File: src/rtl/ept_pkg.sv
package ept_pkg;
   typedef enum logic [1:0] {
      PH_Q1 = 2'd0,
      PH_Q2 = 2'd1,
      PH_Q3 = 2'd2,
      PH_Q4 = 2'd3
   } phase_e;

   localparam int CTRL_EN_BIT   = 0;
   localparam int CTRL_SRC_BIT  = 1;
   localparam int CTRL_FLAG_BIT = 2;
endpackage

File: src/rtl/ept_phase_gen.sv
module ept_phase_gen
   import ept_pkg::*;
(
   input  logic   clk,
   input  logic   rst_n,
   output phase_e phase,
   output logic   sample_en,
   output logic   cycle_end
);
   phase_e ph_q;

   always_ff @(posedge clk or negedge rst_n) begin
      if (!rst_n) ph_q <= PH_Q1;
      else        ph_q <= phase_e'(ph_q + 2'd1);
   end

   assign phase     = ph_q;
   assign sample_en = (ph_q == PH_Q2) || (ph_q == PH_Q4);
   assign cycle_end = (ph_q == PH_Q4);
endmodule

File: src/rtl/ept_edge_sync.sv
module ept_edge_sync #(
   parameter int STAGES = 2
) (
   input  logic clk,
   input  logic rst_n,
   input  logic pin,
   input  logic sample_en,
   input  logic flush,
   output logic fall_pulse
);
   logic [STAGES-1:0] chain;
   logic              synced;
   logic              prev_q;
   logic              fall_q;

   if (STAGES < 2) begin : g_bad_stages
      $error("ept_edge_sync: STAGES must be at least 2");
   end

   for (genvar g = 0; g < STAGES; g++) begin : g_stage
      if (g == 0) begin : g_first
         always_ff @(posedge clk or negedge rst_n) begin
            if (!rst_n) chain[0] <= 1'b0;
            else        chain[0] <= pin;
         end
      end else begin : g_next
         always_ff @(posedge clk or negedge rst_n) begin
            if (!rst_n) chain[g] <= 1'b0;
            else        chain[g] <= chain[g-1];
         end
      end
   end

   assign synced = chain[STAGES-1];

   always_ff @(posedge clk or negedge rst_n) begin
      if (!rst_n) begin
         prev_q <= 1'b0;
         fall_q <= 1'b0;
      end else begin
         if (sample_en) prev_q <= synced;
         fall_q <= sample_en & prev_q & ~synced & ~flush;
      end
   end

   assign fall_pulse = fall_q & ~flush;
endmodule

File: src/rtl/ept_count_core.sv
module ept_count_core #(
   parameter int CNT_W  = 16,
   parameter int BUS_W  = 8,
   localparam int NBYTES = CNT_W / BUS_W
) (
   input  logic              clk,
   input  logic              rst_n,
   input  logic              tick,
   input  logic [NBYTES-1:0] byte_wr,
   input  logic [BUS_W-1:0]  wdata,
   input  logic [CNT_W-1:0]  period,
   output logic [CNT_W-1:0]  count,
   output logic              wrap
);
   logic [CNT_W-1:0] cnt_q;
   logic [CNT_W-1:0] cnt_d;
   logic             any_wr;
   logic             at_period;

   assign any_wr    = |byte_wr;
   assign at_period = (cnt_q == period);
   assign wrap      = tick & ~any_wr & at_period;

   always_comb begin
      cnt_d = cnt_q;
      if (any_wr) begin
         for (int b = 0; b < NBYTES; b++) begin
            if (byte_wr[b]) cnt_d[b*BUS_W +: BUS_W] = wdata;
         end
      end else if (tick) begin
         cnt_d = at_period ? '0 : cnt_q + CNT_W'(1);
      end
   end

   always_ff @(posedge clk or negedge rst_n) begin
      if (!rst_n) cnt_q <= '0;
      else        cnt_q <= cnt_d;
   end

   assign count = cnt_q;
endmodule

File: src/rtl/ext_period_timer.sv
module ext_period_timer
   import ept_pkg::*;
#(
   parameter int CNT_W       = 16,
   parameter int BUS_W       = 8,
   parameter int ADDR_W      = 3,
   parameter int SYNC_STAGES = 2
) (
   input  logic              clk,
   input  logic              rst_n,
   input  logic              ext_clk,
   input  logic [ADDR_W-1:0] bus_addr,
   input  logic              bus_wr,
   input  logic [BUS_W-1:0]  bus_wdata,
   output logic [BUS_W-1:0]  bus_rdata,
   output logic              irq_flag
);
   localparam int NBYTES    = CNT_W / BUS_W;
   localparam int PER_BASE  = NBYTES;
   localparam int CTRL_ADDR = 2 * NBYTES;

   if (CNT_W != NBYTES * BUS_W) begin : g_bad_width
      $error("ext_period_timer: CNT_W must be a whole number of bus bytes");
   end
   if ((1 << ADDR_W) <= CTRL_ADDR) begin : g_bad_addr
      $error("ext_period_timer: ADDR_W too narrow for the register map");
   end
   if (BUS_W < 3) begin : g_bad_bus
      $error("ext_period_timer: BUS_W must hold the control bits");
   end

   phase_e             phase;
   logic               sample_en;
   logic               cycle_end;
   logic               fall_pulse;
   logic               tick;
   logic [NBYTES-1:0]  cnt_wr;
   logic [NBYTES-1:0]  per_wr;
   logic               ctrl_wr;
   logic               flag_clr;
   logic               wrap;
   logic [CNT_W-1:0]   count_q;
   logic [CNT_W-1:0]   period_q;
   logic               en_q;
   logic               src_q;
   logic               flag_q;

   for (genvar b = 0; b < NBYTES; b++) begin : g_dec
      assign cnt_wr[b] = bus_wr && (bus_addr == ADDR_W'(b));
      assign per_wr[b] = bus_wr && (bus_addr == ADDR_W'(PER_BASE + b));
   end
   assign ctrl_wr  = bus_wr && (bus_addr == ADDR_W'(CTRL_ADDR));
   assign flag_clr = ctrl_wr && !bus_wdata[CTRL_FLAG_BIT];

   ept_phase_gen u_phase (
      .clk       (clk),
      .rst_n     (rst_n),
      .phase     (phase),
      .sample_en (sample_en),
      .cycle_end (cycle_end)
   );

   ept_edge_sync #(.STAGES(SYNC_STAGES)) u_sync (
      .clk        (clk),
      .rst_n      (rst_n),
      .pin        (ext_clk),
      .sample_en  (sample_en),
      .flush      (|cnt_wr),
      .fall_pulse (fall_pulse)
   );

   assign tick = en_q & (src_q ? fall_pulse : cycle_end);

   ept_count_core #(.CNT_W(CNT_W), .BUS_W(BUS_W)) u_core (
      .clk     (clk),
      .rst_n   (rst_n),
      .tick    (tick),
      .byte_wr (cnt_wr),
      .wdata   (bus_wdata),
      .period  (period_q),
      .count   (count_q),
      .wrap    (wrap)
   );

   for (genvar b = 0; b < NBYTES; b++) begin : g_per
      always_ff @(posedge clk or negedge rst_n) begin
         if (!rst_n)         period_q[b*BUS_W +: BUS_W] <= '1;
         else if (per_wr[b]) period_q[b*BUS_W +: BUS_W] <= bus_wdata;
      end
   end

   always_ff @(posedge clk or negedge rst_n) begin
      if (!rst_n) begin
         en_q   <= 1'b0;
         src_q  <= 1'b0;
         flag_q <= 1'b0;
      end else begin
         if (ctrl_wr) begin
            en_q  <= bus_wdata[CTRL_EN_BIT];
            src_q <= bus_wdata[CTRL_SRC_BIT];
         end
         if (wrap)          flag_q <= 1'b1;
         else if (flag_clr) flag_q <= 1'b0;
      end
   end

   always_comb begin
      bus_rdata = '0;
      for (int b = 0; b < NBYTES; b++) begin
         if (bus_addr == ADDR_W'(b))            bus_rdata = count_q[b*BUS_W +: BUS_W];
         if (bus_addr == ADDR_W'(PER_BASE + b)) bus_rdata = period_q[b*BUS_W +: BUS_W];
      end
      if (bus_addr == ADDR_W'(CTRL_ADDR)) begin
         bus_rdata[CTRL_EN_BIT]   = en_q;
         bus_rdata[CTRL_SRC_BIT]  = src_q;
         bus_rdata[CTRL_FLAG_BIT] = flag_q;
      end
   end

   assign irq_flag = flag_q;
endmodule

File: config.mk
export PLATFORM = sky130hd
export DESIGN_NAME = ext_period_timer
export DESIGN_NICKNAME = d
export VERILOG_FILES = /design/src/rtl/ept_pkg.sv /design/src/rtl/ept_phase_gen.sv /design/src/rtl/ept_edge_sync.sv /design/src/rtl/ept_count_core.sv /design/src/rtl/ext_period_timer.sv
export SDC_FILE = /design/constraint.sdc
export NUM_CORES = 1
export LEC_CHECK = 0
export BUFFER_PORTS_ARGS = -buffer_cell sky130_fd_sc_hd__buf_2
export CORE_MARGIN = 2
export CORE_UTILIZATION = 45
export CTS_CLUSTER_SIZE = 14
export DETAILED_ROUTE_END_ITERATION = 8
export PLACE_DENSITY = 0.73
export SETUP_SLACK_MARGIN = 0.3
export SYNTH_ARGS = -nofsm -noshare
export SYNTH_HDL_FRONTEND = slang
export SYNTH_SLANG_ARGS = --single-unit
export TNS_END_PERCENT = 100
File: constraint.sdc
create_clock -name clk -period 5.53 [get_ports clk]
set_input_delay 1.106 -clock clk [delete_from_list [all_inputs] [get_ports clk]]
set_output_delay 1.106 -clock clk [all_outputs]
set_load 0.05 [all_outputs]
After elaboration in Yosys (flattened, before gate mapping)
Index checks and enable logic that the tools add are counted.
Storage, ports and cells
  flip-flop bits (word level): 41
  input bits: 15
  word-level logic and storage cells: 59
Operators by class
  add/subtract/negate cells: 2
  equal/unequal tests: 9
  multiplexer cells: 13
  bitwise operators: 9
  reductions and logical operators: 14
Operators by type and width (number)
  2-to-1 mux 16 bit: 3
  2-to-1 mux 8 bit: 6
  adder 16 x 1 -> 16 bit, second input constant: 1
  equality test 16 bit: 1
  bitwise AND 1 bit: 7
  equality test 3 x 2 -> 1 bit, second input constant: 2
  logical AND 1 bit: 6
  != test 2 bit, second input constant: 2
  AND reduction 2 bit: 2
  nonzero test 2 bit: 2
  equality test 3 x 1 -> 1 bit, second input constant: 1
  equality test 3 bit, second input constant: 1
  zero test 3 bit: 1
  2-to-1 mux 1 bit: 3
  2-to-1 mux 3 bit: 1
  adder 2 x 1 -> 2 bit, second input constant: 1
  equality test 2 x 1 -> 1 bit, second input constant: 1
  equality test 2 bit, second input constant: 1
  inverter 1 bit: 2
  OR reduction 2 bit: 1
  zero test 1 bit: 1
  logical OR 1 bit: 1

Depth between registers and ports, before layout
Gate-level depths: netlist of the first run.
  depth after elaboration: 10
  gate-level depth with buffers: 8

By module
From an unflattened synthesis of the first run, not the netlist that was laid out.
Unflattened totals
  cell total of the unflattened synthesis: 231
  area total of the unflattened synthesis: 2641.3 sq um
Modules (own cells, without submodules)
  ept_count_core: instances 1, cells each 135, area each 1266.2 sq um, seq. area each 400.4 sq um
  ext_period_timer: instances 1, cells each 81, area each 1148.6 sq um, seq. area each 495.5 sq um
  ept_edge_sync: instances 1, cells each 7, area each 133.9 sq um, seq. area each 100.1 sq um
  ept_phase_gen: instances 1, cells each 8, area each 92.6 sq um, seq. area each 50.0 sq um

Least setup slack after synthesis of the first run
OpenSTA, ideal clock, no wires.
  path type: input to output
  start: in bus_addr[1]
  end: out bus_rdata[2]
  arrival time: 2738 ps
  data required time: 4424 ps
  slack: 1686 ps
  cell stages on the path: 4
  cells stage by stage: buf_2 mux4_2 inv_1 o21ai_0
Between the ends
  cells in the longest elaborated chain, start to end: 6
  elaborated cells between the ends (all ways): 10
  classes of those cells: eq/ne (4); mux (5); reduce/logical (1)
RTL lines
  from (decl): line ext_period_timer.sv:12  | input logic [ADDR_W-1:0] bus_addr,
  zero test 3 bit: line ext_period_timer.sv:110  | if (bus_addr == ADDR_W'(b)) bus_rdata = count_q[b*BUS_W +: BUS_W];
  2-to-1 mux 8 bit: line ext_period_timer.sv:110
  2-to-1 mux 8 bit: line ext_period_timer.sv:111  | if (bus_addr == ADDR_W'(PER_BASE + b)) bus_rdata = period_q[b*BUS_W +: BUS_W];
  2-to-1 mux 8 bit: line ext_period_timer.sv:110
  2-to-1 mux 8 bit: line ext_period_timer.sv:111
  2-to-1 mux 3 bit *: line ext_period_timer.sv:113  | if (bus_addr == ADDR_W'(CTRL_ADDR)) begin
  to (decl): line ext_period_timer.sv:15  | output logic [BUS_W-1:0] bus_rdata,
Mark *: on every way between the ends. The rest lies on a longest branch, timed or not.

Worst setup path in the final report of the first run
  start: in bus_addr[0]
  end: out bus_rdata[6]
Between the ends
  cells in the longest elaborated chain, start to end: 5
  elaborated cells between the ends (all ways): 8
  classes of those cells: eq/ne (3); mux (4); reduce/logical (1)
RTL lines (line)
  zero test 3 bit: ext_period_timer.sv:110
  2-to-1 mux 8 bit: ext_period_timer.sv:110
  2-to-1 mux 8 bit: ext_period_timer.sv:111
  2-to-1 mux 8 bit: ext_period_timer.sv:110
  2-to-1 mux 8 bit *: ext_period_timer.sv:111
Marked as above.

==> results of run 1 <==
[routing by layer]
metal / up-vias / track usage [%] / wire length [um]
met5: - / 0 / 0
met4: 0 / 6.90 / 100
met3: 8 / 3.51 / 297
met2: 60 / 31.6 / 2910
met1: 1036 / 29.2 / 2640
li1: 950 / - / -
[sequential cells by signal (all words and copies together) (netlist names)]
signal,count
irq_flag,1
u_sync.chain,1
u_core.count,16
period_q,16
en_q,1
u_sync.fall_q,1
u_sync.synced,1
u_sync.prev_q,1
u_phase.phase,2
src_q,1
[metrics by stage]
| step | worst slack (ns) | hold WS (ns) |
|---|---|---|
| after floorplan | 1.69 | 0.331 |
| after global placement | 2.01 | 0.364 |
| after detailed placement | 1.99 | 0.364 |
| after CTS | 1.99 | 0.384 |
| after global routing | 1.90 | 0.384 |
| final | 1.98 | 0.378 |
[cells in the mapped netlist (all sizes together), types with 2 or more instances]
cell / count / area, um^2
a21oi: 14 / 70.1
and3: 12 / 75.1
buf: 12 / 65.1
clkbuf: 8 / 30.0
dfrtp: 25 / 626
dfstp: 16 / 420
ha: 3 / 37.5
inv: 6 / 22.5
mux2: 20 / 225
mux4: 8 / 180
nand2: 14 / 52.6
nand2b: 2 / 12.5
nand3: 10 / 50.1
nand4: 14 / 87.6
nand4b: 4 / 35.0
nor2: 6 / 30.0
nor2b: 5 / 31.3
nor3: 3 / 15.0
nor3b: 2 / 20.0
nor4: 4 / 25.0
o2111ai: 3 / 26.3
o211ai: 11 / 92.6
o21ai: 6 / 30.0
or3: 11 / 68.8
xor2: 16 / 140
[cells by family after synthesis]
| logic type | synth area share [%] |
|---|---|
| AO/OA/AOI/OAI | 10.2 |
| XOR/XNOR | 5.45 |
| adder cells (fa/ha/maj) | 1.46 |
| buffers and inverters | 4.58 |
| flip-flops | 40.7 |
| multiplexers | 15.8 |
| AND/OR/NAND/NOR | 21.9 |
[worst max-delay path: stages]
cell	delay [ns]
buf_2	0.41
mux4_2	0.56
nor2b_1	0.14
buf_2	0.22
[worst max-delay path by stage]
| stage | start | to | slack (ns) |
|---|---|---|---|
| floorplan | bus_addr[1] | bus_rdata[2] | 1.69 |
| global route | bus_addr[0] | bus_rdata[1] | 1.90 |
| detailed placement | bus_addr[0] | bus_rdata[1] | 1.99 |
| finish | bus_addr[0] | bus_rdata[6] | 1.98 |
| CTS | bus_addr[0] | bus_rdata[1] | 1.99 |
| global placement | bus_addr[0] | bus_rdata[1] | 2.01 |
[power breakdown]
part / internal, mW / switching, mW
logic: 0.203 / 0.239
clock network: 0.135 / 0.115
registers: 0.386 / 0.106
[cell type report]
cell class / instances / share of cell area, %
flip-flops and latches: 41 / 37.2
repair buffers: 25 / 4.63
inverters: 6 / 0.801
well taps: 72 / 3.21
clock inverters: 3 / 1.65
multi-input cells: 180 / 50.0
clock buffers: 5 / 2.45
==> qor.csv, run 1 <==
stage;metric;value;unit
outcome;outcome;finished clean;
die;chip width;79.6;um
grt;vias in the first global route;1930;
hold_path;hold path startpoint;u_sync.chain[0]$_DFF_PN0_;
critical_path;WS Path Type;input pin to primary output;
hold_path;hold crit path type;flop to flop;
sta;Peak Freq;282;MHz
sta;Slew HR;32.8;%
placed_design;GP Congestion;0.904;
critical_path;end of the worst register-to-register path;u_core.count[2]$_DFFE_PN0P_;
grt;first-pass GRT wire length;9890;um
routing;routed len/inst;17.9;um
critical_path;Req. time, crit path;4.42;ns
synth;Synth Cell Area;2570;um^2
cts;number of CTS-inserted buffers;5;
finish;growth of design area from synthesis to finish;9.35;%
critical_path;critical-path maximum fanout;22;
finish;Final Core Density;51.0;%
sta;setup_tns;0;ns
cts;CTS H-Tree Depth;2;
cts;Clock Path Buffers;2;
finish;register area;1050;um^2
placed_design;placed cell count;324;
routing;Vias;2054;
cts;CTS tree;done;
synth;Yosys reg bits;41;
die;Starting Density;46.7;%
die;die area;6330;um^2
power_and_ir_drop;maximum VDD drop;0.224;mV
cts;Post-CTS Resized;0;
sta;final setup fails;0;
cts;clock latency at the later pin of the worst-skew pair;0.31;ns
sta;RSZ-0062 raised after global routing;false;
grt;largest net degree at the start of global routing;42;
power_and_ir_drop;pwr/cell area;422;nW/um^2
grt;initial antenna violation count;0;
sta;max-slew violation count;0;
sta;Final Hold Vio Count;0;
hold_path;hold-critical path depth;0;
finish;Non-Filler Instances;332;
cts;clk slew on worst S/H paths;0.08;ns
synth;Synth Instances;247;
grt;gr ovfl total;0;
critical_path;crit path DAT;2.44;ns
synth;post-synthesis sequential area ratio;40.7;%
cts;postcts setup bufs;0;
grt;Total Routing Usage GR;20.5;%
synth;yosys warns;0;
sta;period utilization;64.2;%
flow_run;Max-cap violations;0;
critical_path;R2R Path Start;u_core.count[8]$_DFFE_PN0P_;
critical_path;flop2flop setup slack;2.49;ns
routing;post-route ant nets;0;
placed_design;Area after DPL;2700;um^2
finish;area of the multi-input gates;1410;um^2
die;Placement Rows;27;
sta;Worst-Margin Slew;1.00;ns
finish;share of cells above drive strength 1;32.3;%
finish;NumNets Final;277;
die;Die H;79.6;um
finish;n_diodes;0;
hold_path;hold path endpoint;u_sync.synced$_DFF_PN0_;
cts;Root Driver;clkbuf_8;
synth;synth unique cells;42;
die;core area;5510;um^2
finish;Final Instance Area;2810;um^2
routing;drt drc;0;
sta;fin crit period;3.55;ns
critical_path;Worst Reg-to-Reg Cells;5;
routing;DRT Pass-1 Iters;4;
placed_design;HPWL after detailed placement;3990;um
synth;Avg Cell Area, Syn;10.4;um^2
routing;final wirelength;5950;um
power_and_ir_drop;Pwr Total;1.18;mW
finish;Filler cells;490;
finish;commonest non-fill, non-tap cell in the layout;dfrtp_1;
synth;synthesized net count;265;
critical_path;Worst setup EP type;primary output;
synth;EDFF count, synth;0;
sta;Setup Skew;0.0106;ns
synth;asr flop ratio synth;100;%
placed_design;IO Port Bufs;23;
critical_path;CP startpoint kind;input pin;
cts;Hold Buf Count CTS;0;
power_and_ir_drop;Static Leak;1.14;nW
finish;most frequent cells in the layout;25 x dfrtp_1, 23 x buf_2, 20 x mux2_2;
synth;main flop type after synthesis;dfrtp_1;
routing;Vias per Instance;6.19;
cts;clock sinks;41;
routing;initial DRC count;164;
die;# IOs;24;
(Power assumes the default switching activity.)
==> run 2: changes to the inputs <==
- clock period: 5.53 -> 3.3 ns (I/O delays scaled with it)
==> qor.csv, run 2 (synthesized netlist as in run 1, its figures left out) <==
stage;metric;value;unit;change
die;Placement Rows;27;;unchanged
cts;Clock Path Buffers;2;;unchanged
power_and_ir_drop;maximum VDD drop;0.395;mV;+76%
die;Starting Density;46.7;%;unchanged
cts;clock latency at the later pin of the worst-skew pair;0.32;ns;about the same
flow_run;Max-cap violations;0;;unchanged
grt;Total Routing Usage GR;20.5;%;+0.048 points
die;chip width;79.6;um;unchanged
sta;Final Hold Vio Count;0;;unchanged
finish;Final Instance Area;2810;um^2;about the same
placed_design;IO Port Bufs;23;;unchanged
routing;final wirelength;6030;um;+1.4%
finish;Filler cells;498;;+1.6%
finish;commonest non-fill, non-tap cell in the layout;dfrtp_1;;
power_and_ir_drop;Static Leak;1.15;nW;+0.45%
placed_design;HPWL after detailed placement;4190;um;+4.9%
routing;initial DRC count;132;;-20%
critical_path;Req. time, crit path;2.64;ns;-1.78 ns
routing;drt drc;0;;unchanged
die;# IOs;24;;unchanged
critical_path;crit path DAT;2.01;ns;-0.43 ns
sta;period utilization;80.8;%;
critical_path;critical-path maximum fanout;22;;unchanged
die;Die H;79.6;um;unchanged
finish;Non-Filler Instances;334;;+0.60%
die;die area;6330;um^2;unchanged
sta;RSZ-0062 raised after global routing;false;;
grt;first-pass GRT wire length;10000;um;+1.2%
grt;initial antenna violation count;0;;unchanged
placed_design;placed cell count;326;;+0.62%
power_and_ir_drop;Pwr Total;1.93;mW;+63%
sta;Slew HR;39.2;%;+6.4 points
sta;Peak Freq;375;MHz;
routing;DRT Pass-1 Iters;4;;unchanged
sta;setup_tns;0;ns;unchanged
outcome;outcome;finished clean;;
sta;final setup fails;0;;unchanged
cts;CTS H-Tree Depth;2;;unchanged
sta;Worst Hold Margin;0.366;ns;-0.0121 ns
finish;most frequent cells in the layout;25 x dfrtp_1, 23 x buf_2, 20 x mux2_2;;
cts;clk slew on worst S/H paths;0.09;ns;about the same
placed_design;GP Congestion;0.886;;-1.9%
critical_path;Worst setup EP type;primary output;;
hold_path;hold crit path type;flop to flop;;
sta;Worst-Margin Slew;0.911;ns;-0.0920 ns
placed_design;Area after DPL;2710;um^2;+0.56%
placed_design;pre-CTS setup slack;0.629;ns;-1.36 ns
routing;post-route ant nets;0;;unchanged
cts;number of CTS-inserted buffers;5;;unchanged
finish;Final Core Density;51.0;%;about the same
critical_path;flop2flop setup slack;0.92;ns;-1.57 ns
finish;share of cells above drive strength 1;32.8;%;+0.52 points
critical_path;WS Path Type;input pin to primary output;;
cts;Hold Buf Count CTS;0;;unchanged
cts;postcts setup bufs;0;;unchanged
sta;Setup Skew;0.00695;ns;-0.00369 ns
grt;vias in the first global route;1980;;+2.6%
cts;clock sinks;41;;unchanged
routing;Vias;2055;;+0.049%
grt;largest net degree at the start of global routing;42;;unchanged
power_and_ir_drop;pwr/cell area;688;nW/um^2;+63%
routing;Vias per Instance;6.15;;-0.55%
finish;NumNets Final;279;;+0.72%
cts;CTS tree;done;;
cts;Root Driver;clkbuf_8;;
sta;setup ws final;0.633;ns;-1.35 ns
die;core area;5510;um^2;unchanged
finish;n_diodes;0;;unchanged
critical_path;CP startpoint kind;input pin;;
finish;growth of design area from synthesis to finish;9.25;%;about the same
cts;Post-CTS Resized;0;;unchanged
sta;fin crit period;2.67;ns;
routing;routed len/inst;18.1;um;+0.84%
sta;max-slew violation count;0;;unchanged
grt;gr ovfl total;0;;unchanged
[run 2: cell count changes in the layout (fill, tap and decap cells not counted), sizes merged]
| cell | before | now |
|---|---|---|
| buf | 25 | 27 |
| bufinv | 1 | 0 |
| clkinv | 1 | 0 |
| clkinvlp | 1 | 0 |
| inv | 6 | 9 |
[run 2: path summary, 6_finish.rpt]
| path | startpoint | depth (start not counted) | endpoint |
|---|---|---|---|
| worst min-delay path | u_sync.chain[0]$_DFF_PN0_ | 0 | u_sync.synced$_DFF_PN0_ |
| max in group asynchronous | rst_n | 1 | u_core.count[10]$_DFFE_PN0P_ |
| worst min register to register | u_sync.chain[0]$_DFF_PN0_ | 0 | u_sync.synced$_DFF_PN0_ |
| worst max register to register | u_core.count[8]$_DFFE_PN0P_ | 6 | u_core.count[2]$_DFFE_PN0P_ |
| min in group asynchronous | rst_n | 1 | src_q$_DFFE_PN0P_ |
| worst max-delay path | bus_addr[0] | 4 | bus_rdata[6] |
[run 2: power breakdown]
part / internal, mW / total [mW] / switching, mW
combinational: 0.340 / 0.738 / 0.398
clock: 0.160 / 0.369 / 0.209
sequential: 0.647 / 0.824 / 0.177
[run 2: area by class of cell]
type,instances,area [um^2],area share (%)
multi-input combinational,180,1410,50.1
sequential,41,1050,37.3
timing repair buffer,27,145,5.17
tap,72,90.1,3.21
clock buffer,5,68.8,2.45
clock inverter,3,28.8,1.02
inverter,6,22.5,0.802
[run 2: worst max-delay path, stage by stage]
cell and delay (ns):
buf_2 0.42, mux4_2 0.56, nor2b_1 0.14, buf_2 0.22
[run 2: metal layers]
metal / routed length [um] / global-route usage, % / up-vias
li1: - / - / 952
met1: 2690 / 28.8 / 1037
met2: 2920 / 31.6 / 51
met3: 277 / 3.96 / 15
met4: 152 / 7.59 / 0
met5: 0 / 0 / -
